==> src/rtl/gsm_spi_pkg.sv <==
package gsm_spi_pkg;

    typedef enum logic [1:0] {
        STOP_OFF_A   = 2'b00,
        STOP_OFF_B   = 2'b01,
        STOP_NODLY   = 2'b10,
        STOP_HALFDLY = 2'b11
    } stop_e;

    typedef struct packed {
        stop_e      stop;
        logic       clk_inv;
        logic       rx_late;
        logic       fs_low;
        logic [1:0] tx_delay;
        logic [1:0] rx_delay;
    } cfg_t;

    // Only the two clock-stop codes with a one-bit data delay are usable.
    function automatic logic cfg_ok(cfg_t c);
        return c.stop[1] && (c.tx_delay == 2'd1) && (c.rx_delay == 2'd1);
    endfunction

    // Level of the non-inverted clock in a data slot, by half.
    function automatic logic slot_level(stop_e m, logic second_half);
        return (m == STOP_HALFDLY) ? second_half : ~second_half;
    endfunction

endpackage

==> src/rtl/gsm_spi_rategen.sv <==
module gsm_spi_rategen #(
    parameter int DIV_W = 8
) (
    input  logic             clk,
    input  logic             rst,
    input  logic             run,
    input  logic [DIV_W-1:0] div,
    output logic             tick
);
    logic [DIV_W-1:0] cnt;

    assign tick = run && (cnt == div);

    always_ff @(posedge clk) begin
        if (rst || !run) cnt <= '0;
        else if (tick)   cnt <= '0;
        else             cnt <= cnt + 1'b1;
    end

    AST_CNT_IN_RANGE: assert property (@(posedge clk) disable iff (rst)
        run |-> (cnt <= div));

endmodule

==> src/rtl/gsm_spi_seq.sv <==
module gsm_spi_seq #(
    parameter int WORD_W = 8
) (
    input  logic                                   clk,
    input  logic                                   rst,
    input  logic                                   start,
    input  logic                                   tick,
    output logic                                   busy,
    output logic [$clog2(2*(WORD_W+1))-1:0]        phase,
    output logic                                   done,
    output logic                                   tx_shift,
    output logic                                   mid_edge,
    output logic                                   end_edge
);
    localparam int PH_W = $clog2(2*(WORD_W+1));
    localparam logic [PH_W-1:0] LAST  = PH_W'(2*WORD_W+1);
    localparam logic [PH_W-1:0] FIRST_DATA = PH_W'(2);
    localparam logic [PH_W-1:0] FIRST_SHIFT = PH_W'(3);

    logic step;
    assign step     = busy && tick;
    assign done     = step && (phase == LAST);
    assign tx_shift = step && phase[0] && (phase >= FIRST_SHIFT);
    assign mid_edge = step && !phase[0] && (phase >= FIRST_DATA);
    assign end_edge = step && phase[0] && (phase >= FIRST_SHIFT);

    always_ff @(posedge clk) begin
        if (rst) begin
            busy  <= 1'b0;
            phase <= '0;
        end else if (start) begin
            busy  <= 1'b1;
            phase <= '0;
        end else if (done) begin
            busy  <= 1'b0;
            phase <= '0;
        end else if (step) begin
            phase <= phase + 1'b1;
        end
    end

    AST_PHASE_BOUNDED: assert property (@(posedge clk) disable iff (rst)
        busy |-> (phase <= LAST));

    AST_GAP_AFTER_FRAME: assert property (@(posedge clk) disable iff (rst)
        done |=> !busy);

endmodule

==> src/rtl/gsm_spi_tx.sv <==
module gsm_spi_tx #(
    parameter int WORD_W = 8
) (
    input  logic              clk,
    input  logic              rst,
    input  logic              wr,
    input  logic [WORD_W-1:0] wr_data,
    input  logic              load,
    input  logic              shift,
    output logic              hold_full,
    output logic              msb
);
    logic [WORD_W-1:0] hold_q;
    logic [WORD_W-1:0] sh_q;
    logic              accept;

    assign accept = wr && !hold_full;
    assign msb    = sh_q[WORD_W-1];

    always_ff @(posedge clk) begin
        if (rst) begin
            hold_q    <= '0;
            hold_full <= 1'b0;
            sh_q      <= '0;
        end else begin
            if (load) begin
                sh_q      <= hold_q;
                hold_full <= 1'b0;
            end else if (shift) begin
                sh_q <= {sh_q[WORD_W-2:0], 1'b0};
            end
            if (accept) begin
                hold_q    <= wr_data;
                hold_full <= 1'b1;
            end
        end
    end

    AST_FULL_HOLD_KEPT: assert property (@(posedge clk) disable iff (rst)
        (hold_full && !load) |=> (hold_full && $stable(hold_q)));

endmodule

==> src/rtl/gsm_spi_rx.sv <==
module gsm_spi_rx #(
    parameter int WORD_W = 8
) (
    input  logic              clk,
    input  logic              rst,
    input  logic              sample,
    input  logic              din,
    input  logic              done,
    input  logic              rd,
    output logic [WORD_W-1:0] data,
    output logic              ready
);
    logic [WORD_W-1:0] sh_q;
    logic [WORD_W-1:0] sh_nxt;

    assign sh_nxt = sample ? {sh_q[WORD_W-2:0], din} : sh_q;

    always_ff @(posedge clk) begin
        if (rst) begin
            sh_q  <= '0;
            data  <= '0;
            ready <= 1'b0;
        end else begin
            sh_q <= sh_nxt;
            if (done) begin
                data  <= sh_nxt;
                ready <= 1'b1;
            end else if (rd) begin
                ready <= 1'b0;
            end
        end
    end

    AST_READY_ON_DONE: assert property (@(posedge clk) disable iff (rst)
        done |=> ready);

    AST_DATA_HELD: assert property (@(posedge clk) disable iff (rst)
        !done |=> $stable(data));

endmodule

==> src/rtl/gsm_spi_master.sv <==
module gsm_spi_master
    import gsm_spi_pkg::*;
#(
    parameter int WORD_W = 8,
    parameter int DIV_W  = 8
) (
    input  logic              clk,
    input  logic              rst,
    input  logic [1:0]        cfg_stop,
    input  logic              cfg_clk_inv,
    input  logic              cfg_rx_late,
    input  logic              cfg_fs_low,
    input  logic [1:0]        cfg_tx_delay,
    input  logic [1:0]        cfg_rx_delay,
    input  logic [DIV_W-1:0]  cfg_div,
    input  logic              tx_wr,
    input  logic [WORD_W-1:0] tx_word,
    output logic              tx_ready,
    input  logic              rx_rd,
    output logic [WORD_W-1:0] rx_word,
    output logic              rx_ready,
    output logic              cfg_err,
    output logic              sclk,
    output logic              fsync,
    output logic              mosi,
    input  logic              miso
);
    localparam int PH_W = $clog2(2*(WORD_W+1));
    localparam logic [PH_W-1:0] FIRST_DATA = PH_W'(2);

    cfg_t            cfg;
    logic            valid;
    logic            busy;
    logic            tick;
    logic            start;
    logic            done;
    logic            tx_shift;
    logic            mid_edge;
    logic            end_edge;
    logic            hold_full;
    logic            msb;
    logic            rx_sample;
    logic            data_slot;
    logic [PH_W-1:0] phase;

    assign cfg = '{stop: stop_e'(cfg_stop), clk_inv: cfg_clk_inv,
                   rx_late: cfg_rx_late, fs_low: cfg_fs_low,
                   tx_delay: cfg_tx_delay, rx_delay: cfg_rx_delay};

    assign valid     = cfg_ok(cfg);
    assign cfg_err   = !valid;
    assign start     = !busy && hold_full && valid;
    assign rx_sample = cfg.rx_late ? end_edge : mid_edge;
    assign data_slot = busy && (phase >= FIRST_DATA);

    assign sclk     = (data_slot && slot_level(cfg.stop, phase[0])) ^ cfg.clk_inv;
    assign fsync    = busy ^ cfg.fs_low;
    assign mosi     = busy && msb;
    assign tx_ready = !hold_full;

    gsm_spi_rategen #(.DIV_W(DIV_W)) u_rate (
        .clk (clk),
        .rst (rst),
        .run (busy),
        .div (cfg_div),
        .tick(tick)
    );

    gsm_spi_seq #(.WORD_W(WORD_W)) u_seq (
        .clk     (clk),
        .rst     (rst),
        .start   (start),
        .tick    (tick),
        .busy    (busy),
        .phase   (phase),
        .done    (done),
        .tx_shift(tx_shift),
        .mid_edge(mid_edge),
        .end_edge(end_edge)
    );

    gsm_spi_tx #(.WORD_W(WORD_W)) u_tx (
        .clk      (clk),
        .rst      (rst),
        .wr       (tx_wr),
        .wr_data  (tx_word),
        .load     (start),
        .shift    (tx_shift),
        .hold_full(hold_full),
        .msb      (msb)
    );

    gsm_spi_rx #(.WORD_W(WORD_W)) u_rx (
        .clk   (clk),
        .rst   (rst),
        .sample(rx_sample),
        .din   (miso),
        .done  (done),
        .rd    (rx_rd),
        .data  (rx_word),
        .ready (rx_ready)
    );

    AST_SCLK_STILL: assert property (@(posedge clk) disable iff (rst)
        (busy && !tick) |=> $stable(sclk));

    AST_NO_START_BAD_CFG: assert property (@(posedge clk) disable iff (rst)
        (!busy && cfg_err) |=> !busy);

    AST_SETUP_SLOT_IDLE: assert property (@(posedge clk) disable iff (rst)
        $rose(busy) |-> (sclk == cfg_clk_inv));

endmodule

==> config.mk <==
export PLATFORM = sky130hd
export DESIGN_NAME = gsm_spi_master
export DESIGN_NICKNAME = d
export VERILOG_FILES = /design/src/rtl/gsm_spi_pkg.sv /design/src/rtl/gsm_spi_rategen.sv /design/src/rtl/gsm_spi_seq.sv /design/src/rtl/gsm_spi_tx.sv /design/src/rtl/gsm_spi_rx.sv /design/src/rtl/gsm_spi_master.sv
export SDC_FILE = /design/constraint.sdc
export NUM_CORES = 1
export LEC_CHECK = 0
export BUFFER_PORTS_ARGS = -buffer_cell sky130_fd_sc_hd__buf_4
export CORE_MARGIN = 3
export CORE_UTILIZATION = 61
export CTS_BUF_LIST = sky130_fd_sc_hd__clkbuf_2
export CTS_CLUSTER_DIAMETER = 120
export DETAILED_ROUTE_END_ITERATION = 7
export PLACE_DENSITY = 0.92
export SYNTH_ARGS = -nofsm -noshare
export SYNTH_HDL_FRONTEND = slang
export SYNTH_SLANG_ARGS = --single-unit
==> constraint.sdc <==
create_clock -name clk -period 4.6 [get_ports clk]
set_clock_uncertainty 0.15 [all_clocks]
set_input_delay 0.23 -clock clk [delete_from_list [all_inputs] [get_ports clk]]
set_output_delay 0.23 -clock clk [all_outputs]
set_load 0.005 [all_outputs]
==> impl_metrics.py, run 1 <==
metrics = {
    "clock_network": {
        "htreeDepth": 2,
        "numClockSinks": 48,
        "clk-insertion-delay-late_ps": 450,
        "clk_path_buf_depth": 2,
        "path_clk_slew_ps": 250,
        "cts-buffers-inserted": 5,
        "cts-root-buf": "clkbuf_2",
        "cts_tree": "built",
        "cts_setup_buffers": 0,
    },
    "setup_path": {
        "crit_path_max_incr_delay_ps": 780,
        "cp_max_fo": 8,
        "start_kind": "register",
        "crit_chain": "xnor2_1 > nand4_2 > or4_1 > mux2i_1 > a211oi_1",
        "worstSetupEndpointType": "register",
        "arrival_ps": 2700,
        "slowest_stage": "or4_1",
        "worstPathRequired_ps": 4810,
        "critical_path_class": "register to register",
    },
    "drt": {
        "ant_nets": 0,
        "vias": 1785,
        "drtPass1Iterations": 7,
        "drtIter0Drc": 141,
        "post-route-drc-count": 0,
        "vias_per_cell": 5.526,
        "wl_per_cell_um": 15.12,
        "routed_wl_um": 4885,
    },
    "synth": {
        "synthesis.nets": 257,
        "ys_types": 37,
        "synthCells": 224,
        "ys_seq_area_share_pct": 43.22,
        "synth_warnings": 0,
        "syn_area_per_cell_um2": 9.926,
        "ys_ff_latch": 48,
        "synth_area_mm2": 0.002223,
        "ys.flop_type": "dfxtp_1",
        "async_flop_share_pct": 0,
        "synth-edff-count": 0,
    },
    "run": {
        "drv_cap": 0,
    },
    "finish": {
        "final_cell_mix": "48 x nor2_1, 48 x dfxtp_1, 43 x buf_4",
        "n_antenna_cell": 0,
        "fin_cells": 323,
        "area_growth_pct": 22.45,
        "final_layout_size_suffix_gt1_share_pct": 24.19,
        "nNetsFinal": 310,
        "fill_cells": 232,
    },
    "global_route": {
        "antenna_found_initial": 0,
        "grt_pass1_wl_um": 7866,
        "grt.total_usage_pct": 24.22,
        "overflow": 0,
        "grt_max_degree": 38,
        "grt_pass1_vias": 1696,
    },
    "timing": {
        "fin_crit_ps": 2490,
        "maxSlewViolCount": 0,
        "relSlewSlack_pct": 35.19,
        "worst_slack_ps": 2110,
        "finalSetupViolCount": 0,
        "worstMarginPinSlew_ps": 970.1,
        "rsz0062_at_grt": "false",
        "period_share_pct": 54.14,
        "hold_ws_ps": 8.006,
        "finalSetupTns_ps": 0,
        "hold_violations": 0,
        "fmax_mhz": 401.6,
    },
    "placement": {
        "dp.cells": 304,
        "gp_congestion": 0.7877,
        "place_ws_ps": 2317,
        "io_buffers": 43,
        "post-dp-hpwl_um": 3071,
    },
    "floorplan": {
        "placementRows": 21,
        "start_util_pct": 65.09,
        "fp.dieW_um": 66.37,
        "dieArea_mm2": 0.004405,
        "ios": 44,
        "dieHeight_um": 66.37,
        "core-area_mm2": 0.003416,
    },
    "outcome": {
        "status": "finished clean",
    },
    "pwr": {
        "p_leak_nw": 1.077,
        "finalPower_w": 0.0006618,
        "p_per_area_mw_per_mm2": 243.1,
        "vdd_drop_max_v": 0.0001772,
    },
    "hold_path": {
        "hold_path.class": "primary input to register",
    },
}
-- cells in the mapped netlist, drive strengths merged, types with 3 or more instances --
| cell | n | share of area, % |
|---|---|---|
| a211oi | 16 | 5.4 |
| clkbuf | 7 | 1.2 |
| dfxtp | 48 | 43 |
| ha | 3 | 1.7 |
| inv | 5 | 0.84 |
| mux2i | 31 | 14 |
| nand2 | 7 | 1.7 |
| nand3 | 10 | 2.8 |
| nand4 | 3 | 1.1 |
| nor2 | 49 | 8.4 |
| nor3 | 4 | 0.90 |
| nor4 | 3 | 1.5 |
| xnor2 | 14 | 8.0 |
| xor2 | 7 | 2.8 |
-- cell families (layout without fill, tap and decap cells) --
logic type               count (synthesis)  count (layout)  share of synthesized area [%]
buffers and inverters                   14              67                          2.589
flip-flops                              48              48                          43.22
AO/OA/AOI/OAI                           22              22                          8.216
adder cells (fa/ha/maj)                  3               3                          1.688
AND/OR/NAND/NOR                         85              85                          19.53
multiplexers                            31              31                          13.96
XOR/XNOR                                21              21                          10.81
-- routing by layer --
layer	GRT usage (%)	vias up	routed length, um
li1	-	891	-
met1	29.30	837	1993
met2	40.40	45	2550
met3	6.803	12	242
met4	9.391	0	99
met5	0	-	0
-- report_power, final --
| group | total, W | switching (W) | leakage (nW) | internal [W] |
|---|---|---|---|---|
| clock network | 0.000169 | 0.000136 | 0.0248 | 0.0000334 |
| registers | 0.000426 | 0.00000363 | 0.388 | 0.000423 |
| logic | 0.0000663 | 0.0000284 | 0.664 | 0.0000379 |
| total | 0.000662 | 0.000168 | 1.08 | 0.000494 |
-- state kept, by name (all words and copies together) (netlist names) --
register and flops:
u_tx.hold_full 1, u_tx.hold_q 8, u_rx.sh_q 8, u_rate.cnt 8, u_seq.phase 5, u_tx.sh_q 8, u_rx.ready 1, u_seq.busy 1
u_rx.data 8
-- cell type report --
| cell class | count | area [um2] | share of cell area, % |
|---|---|---|---|
| Clock buffer | 5 | 25.02 | 0.9191 |
| Inverter | 5 | 18.77 | 0.6893 |
| Timing Repair Buffer | 55 | 442.9 | 16.27 |
| Clock inverter | 2 | 12.51 | 0.4596 |
| Multi-Input combinational cell | 162 | 1205 | 44.26 |
| Tap cell | 46 | 57.56 | 2.114 |
| Sequential cell | 48 | 960.9 | 35.29 |
-- repair_timing --
| action | 4_1_cts | 5_1_grt |
|---|---|---|
| hold buffers | 11 | 1 |
| endpoints found under the hold margin | 11 | 4 |
| resized for setup | 0 | 0 |
-- through the flow --
step	instance area [um2]	util (%)
after global placement	2565	75.09
after detailed placement	2565	75.09
after floorplan	2223	-
final	2723	79.71
after CTS	2713	79.41
after global routing	2723	79.71
-- critical path: cells and delay by family (launching register included) --
family / cells / cell delay, ps
mux: 1 / 200
compound gates: 1 / 390
xor+xnor: 1 / 240
simple gates: 2 / 1080
flops: 1 / 370
-- final timing paths --
check / startpoint / end / slack, ps / cells after the start
max: u_rate.cnt[7]$_SDFF_PP0_ / u_tx.sh_q[5]$_SDFFE_PP0P_ / 2110 / 5
min: cfg_tx_delay[0] / u_tx.sh_q[0]$_SDFFE_PP0P_ / 8 / 5
max reg2reg: u_rate.cnt[7]$_SDFF_PP0_ / u_tx.sh_q[5]$_SDFFE_PP0P_ / 2110 / 5
min reg2reg: u_tx.hold_q[0]$_SDFFE_PP0P_ / u_tx.sh_q[0]$_SDFFE_PP0P_ / 350 / 2
Power figures use the tool's default switching activity.
==> run 2: changes to the inputs <==
--- a/config.mk
+++ b/config.mk
@@ -7,11 +7,11 @@
 export LEC_CHECK = 0
 export BUFFER_PORTS_ARGS = -buffer_cell sky130_fd_sc_hd__buf_4
 export CORE_MARGIN = 3
-export CORE_UTILIZATION = 61
+export CORE_UTILIZATION = 51
 export CTS_BUF_LIST = sky130_fd_sc_hd__clkbuf_2
 export CTS_CLUSTER_DIAMETER = 120
 export DETAILED_ROUTE_END_ITERATION = 7
-export PLACE_DENSITY = 0.92
+export PLACE_DENSITY = 0.83
 export SYNTH_ARGS = -nofsm -noshare
 export SYNTH_HDL_FRONTEND = slang
 export SYNTH_SLANG_ARGS = --single-unit
==> constraint.sdc (replaced) <==
create_clock -name clk -period 2.2 [get_ports clk]
set_clock_uncertainty 0.15 [all_clocks]
set_input_delay 0.11 -clock clk [delete_from_list [all_inputs] [get_ports clk]]
set_output_delay 0.11 -clock clk [all_outputs]
set_load 0.005 [all_outputs]
==> impl_metrics.py, run 2 (synthesis gave the netlist of run 1 again) <==
metrics = {
    "global_route": {
        "met1_usage_pct": 22.24,
        "grt_pass1_wl_um": 7976,
        "grt_max_degree": 38,
        "gr-usage-met2_pct": 34.69,
        "use_met3_pct": 4.432,
        "top_usage_layer": "met2",
        "grt.total_usage_pct": 19.56,
        "overflow": 0,
        "grt_pass1_vias": 1807,
        "antenna_found_initial": 0,
    },
    "clock_network": {
        "cts-buffers-inserted": 5,
        "path_clk_slew_ps": 240,
        "cts_tree": "built",
        "numClockSinks": 48,
        "clk_path_buf_depth": 2,
        "clk-insertion-delay-late_ps": 420,
        "htreeDepth": 2,
        "cts-root-buf": "clkbuf_2",
    },
    "floorplan": {
        "dieHeight_um": 72.03,
        "dieArea_mm2": 0.005188,
        "fp.dieW_um": 72.03,
        "placementRows": 23,
        "start_util_pct": 54.03,
        "ios": 44,
        "core-area_mm2": 0.004115,
    },
    "drt": {
        "ant_nets": 0,
        "drtIter0Drc": 92,
        "routed_wl_um": 4891,
        "post-route-drc-count": 0,
        "vias_per_cell": 5.205,
        "drtPass1Iterations": 4,
        "wl_per_cell_um": 13.89,
        "vias": 1832,
    },
    "timing": {
        "hold_violations": 0,
        "relSlewSlack_pct": 75.75,
        "finalSetupTns_ps": 0,
        "worstMarginPinSlew_ps": 358.9,
        "maxSlewViolCount": 0,
        "rsz0062_at_grt": "false",
        "finalSetupViolCount": 0,
        "fmax_mhz": 471.5,
        "fin_crit_ps": 2121,
        "period_share_pct": 96.40,
    },
    "finish": {
        "fill_cells": 278,
        "final_layout_size_suffix_gt1_share_pct": 26.82,
        "multi_input_area_mm2": 0.001210,
        "final_cell_mix": "55 x buf_4, 48 x nor2_1, 47 x dfxtp_1",
        "n_antenna_cell": 0,
        "area_growth_pct": 33.76,
        "final_common_cell": "buf_4",
        "fin_cells": 352,
        "nNetsFinal": 334,
        "seq_area_um2": 962.2,
    },
    "run": {
        "drv_cap": 0,
    },
    "placement": {
        "io_buffers": 43,
        "post-dp-hpwl_um": 3141,
        "gp_congestion": 0.8137,
        "dp.cells": 318,
    },
    "setup_path": {
        "worstPathRequired_ps": 2420,
        "rr_worst_depth": 6,
        "crit_chain": "dlygate4sd3_1 > buf_4 > nor4bb_1 > nand2_1 > nor3_2 > dlygate4sd3_1 > nand2_1 > a21oi_1",
        "r2r-start": "u_rate.cnt[0]$_SDFF_PP0_",
        "cp_max_fo": 3,
        "slowest_stage": "dlygate4sd3_1",
        "critical_path_class": "primary input to register",
        "crit_path_max_incr_delay_ps": 590,
        "ff2ff_setup_slack_ps": 100,
        "start_kind": "primary input",
        "reg2reg_to": "u_tx.sh_q[2]$_SDFFE_PP0P_",
        "worstSetupEndpointType": "register",
        "arrival_ps": 2340,
    },
    "hold_path": {
        "min_from": "cfg_div[4]",
        "hold_path.class": "primary input to register",
        "min_to": "u_seq.phase[2]$_SDFFE_PP0N_",
        "whs_path_depth": 6,
    },
    "pwr": {
        "vdd_drop_max_v": 0.0003830,
        "p_per_area_mw_per_mm2": 513.3,
        "p_leak_nw": 1.227,
    },
    "outcome": {
        "status": "finished clean",
    },
}
==> run 2: critical path, delay by kind of cell <==
family / cells / cell delay (ps)
buffers and inverters: 3 / 1260
AO/OA/AOI/OAI: 1 / 170
AND/OR/NAND/NOR: 4 / 800
==> run 2: per-stage QoR <==
stage               cell area, um2  util [%]  total power [W]  setup WS (ps)  hold slack (ps)
global placement              2645     64.27         0.001024          165.1            195.4
floorplan                     2223         -        0.0009655          171.4            107.2
finish                        2974     72.27         0.001527          79.24            49.99
CTS                           2953     71.75         0.001523          46.33            42.44
global route                  2974     72.27         0.001585          3.616            38.88
detailed placement            2645     64.27         0.001027          83.02            202.7
==> run 2: how the worst max path moves through the flow <==
| stage | depth (start not counted) | from | to |
|---|---|---|---|
| floorplan | 5 | u_seq.phase[0]$_SDFFE_PP0N_ | u_rx.sh_q[2]$_SDFF_PP0_ |
| global placement | 6 | u_rate.cnt[5]$_SDFF_PP0_ | u_tx.sh_q[2]$_SDFFE_PP0P_ |
| detailed placement | 5 | u_seq.phase[1]$_SDFFE_PP0N_ | u_rx.sh_q[1]$_SDFF_PP0_ |
| CTS | 5 | u_seq.phase[1]$_SDFFE_PP0N_ | u_rx.sh_q[1]$_SDFF_PP0_ |
| global route | 8 | cfg_tx_delay[1] | u_tx.sh_q[0]$_SDFFE_PP0P_ |
| finish | 8 | cfg_tx_delay[1] | u_tx.sh_q[0]$_SDFFE_PP0P_ |
==> run 2: final cells by class <==
type | instances | share of cell area (%)
tap | 50 | 2.103
timing repair buffer | 79 | 21.96
clock inverter | 3 | 1.430
sequential | 48 | 32.35
multi-input combinational | 162 | 40.68
inverter | 5 | 0.6310
clock buffer | 5 | 0.8414
==> run 2: what timing repair did <==
item / in CTS / in global routing
setup endpoints to repair: 0 / 11
endpoints found under the hold margin: 35 / 0
setup buffers: 0 / 2
gates resized for setup: 0 / 2
hold buffers: 24 / 0
==> run 2: metal layers <==
metal	share of wire, %	wire length, um	vias up
met4	3.0	148	0
met5	0	0	-
li1	-	-	934
met2	49	2392	40
met1	44	2147	845
met3	4.1	202	13
==> run 2: power breakdown <==
group          switching [W]  internal, W
logic              0.0000630    0.0000954
clock network       0.000286     0.000191
registers         0.00000731     0.000884
total               0.000356      0.00117
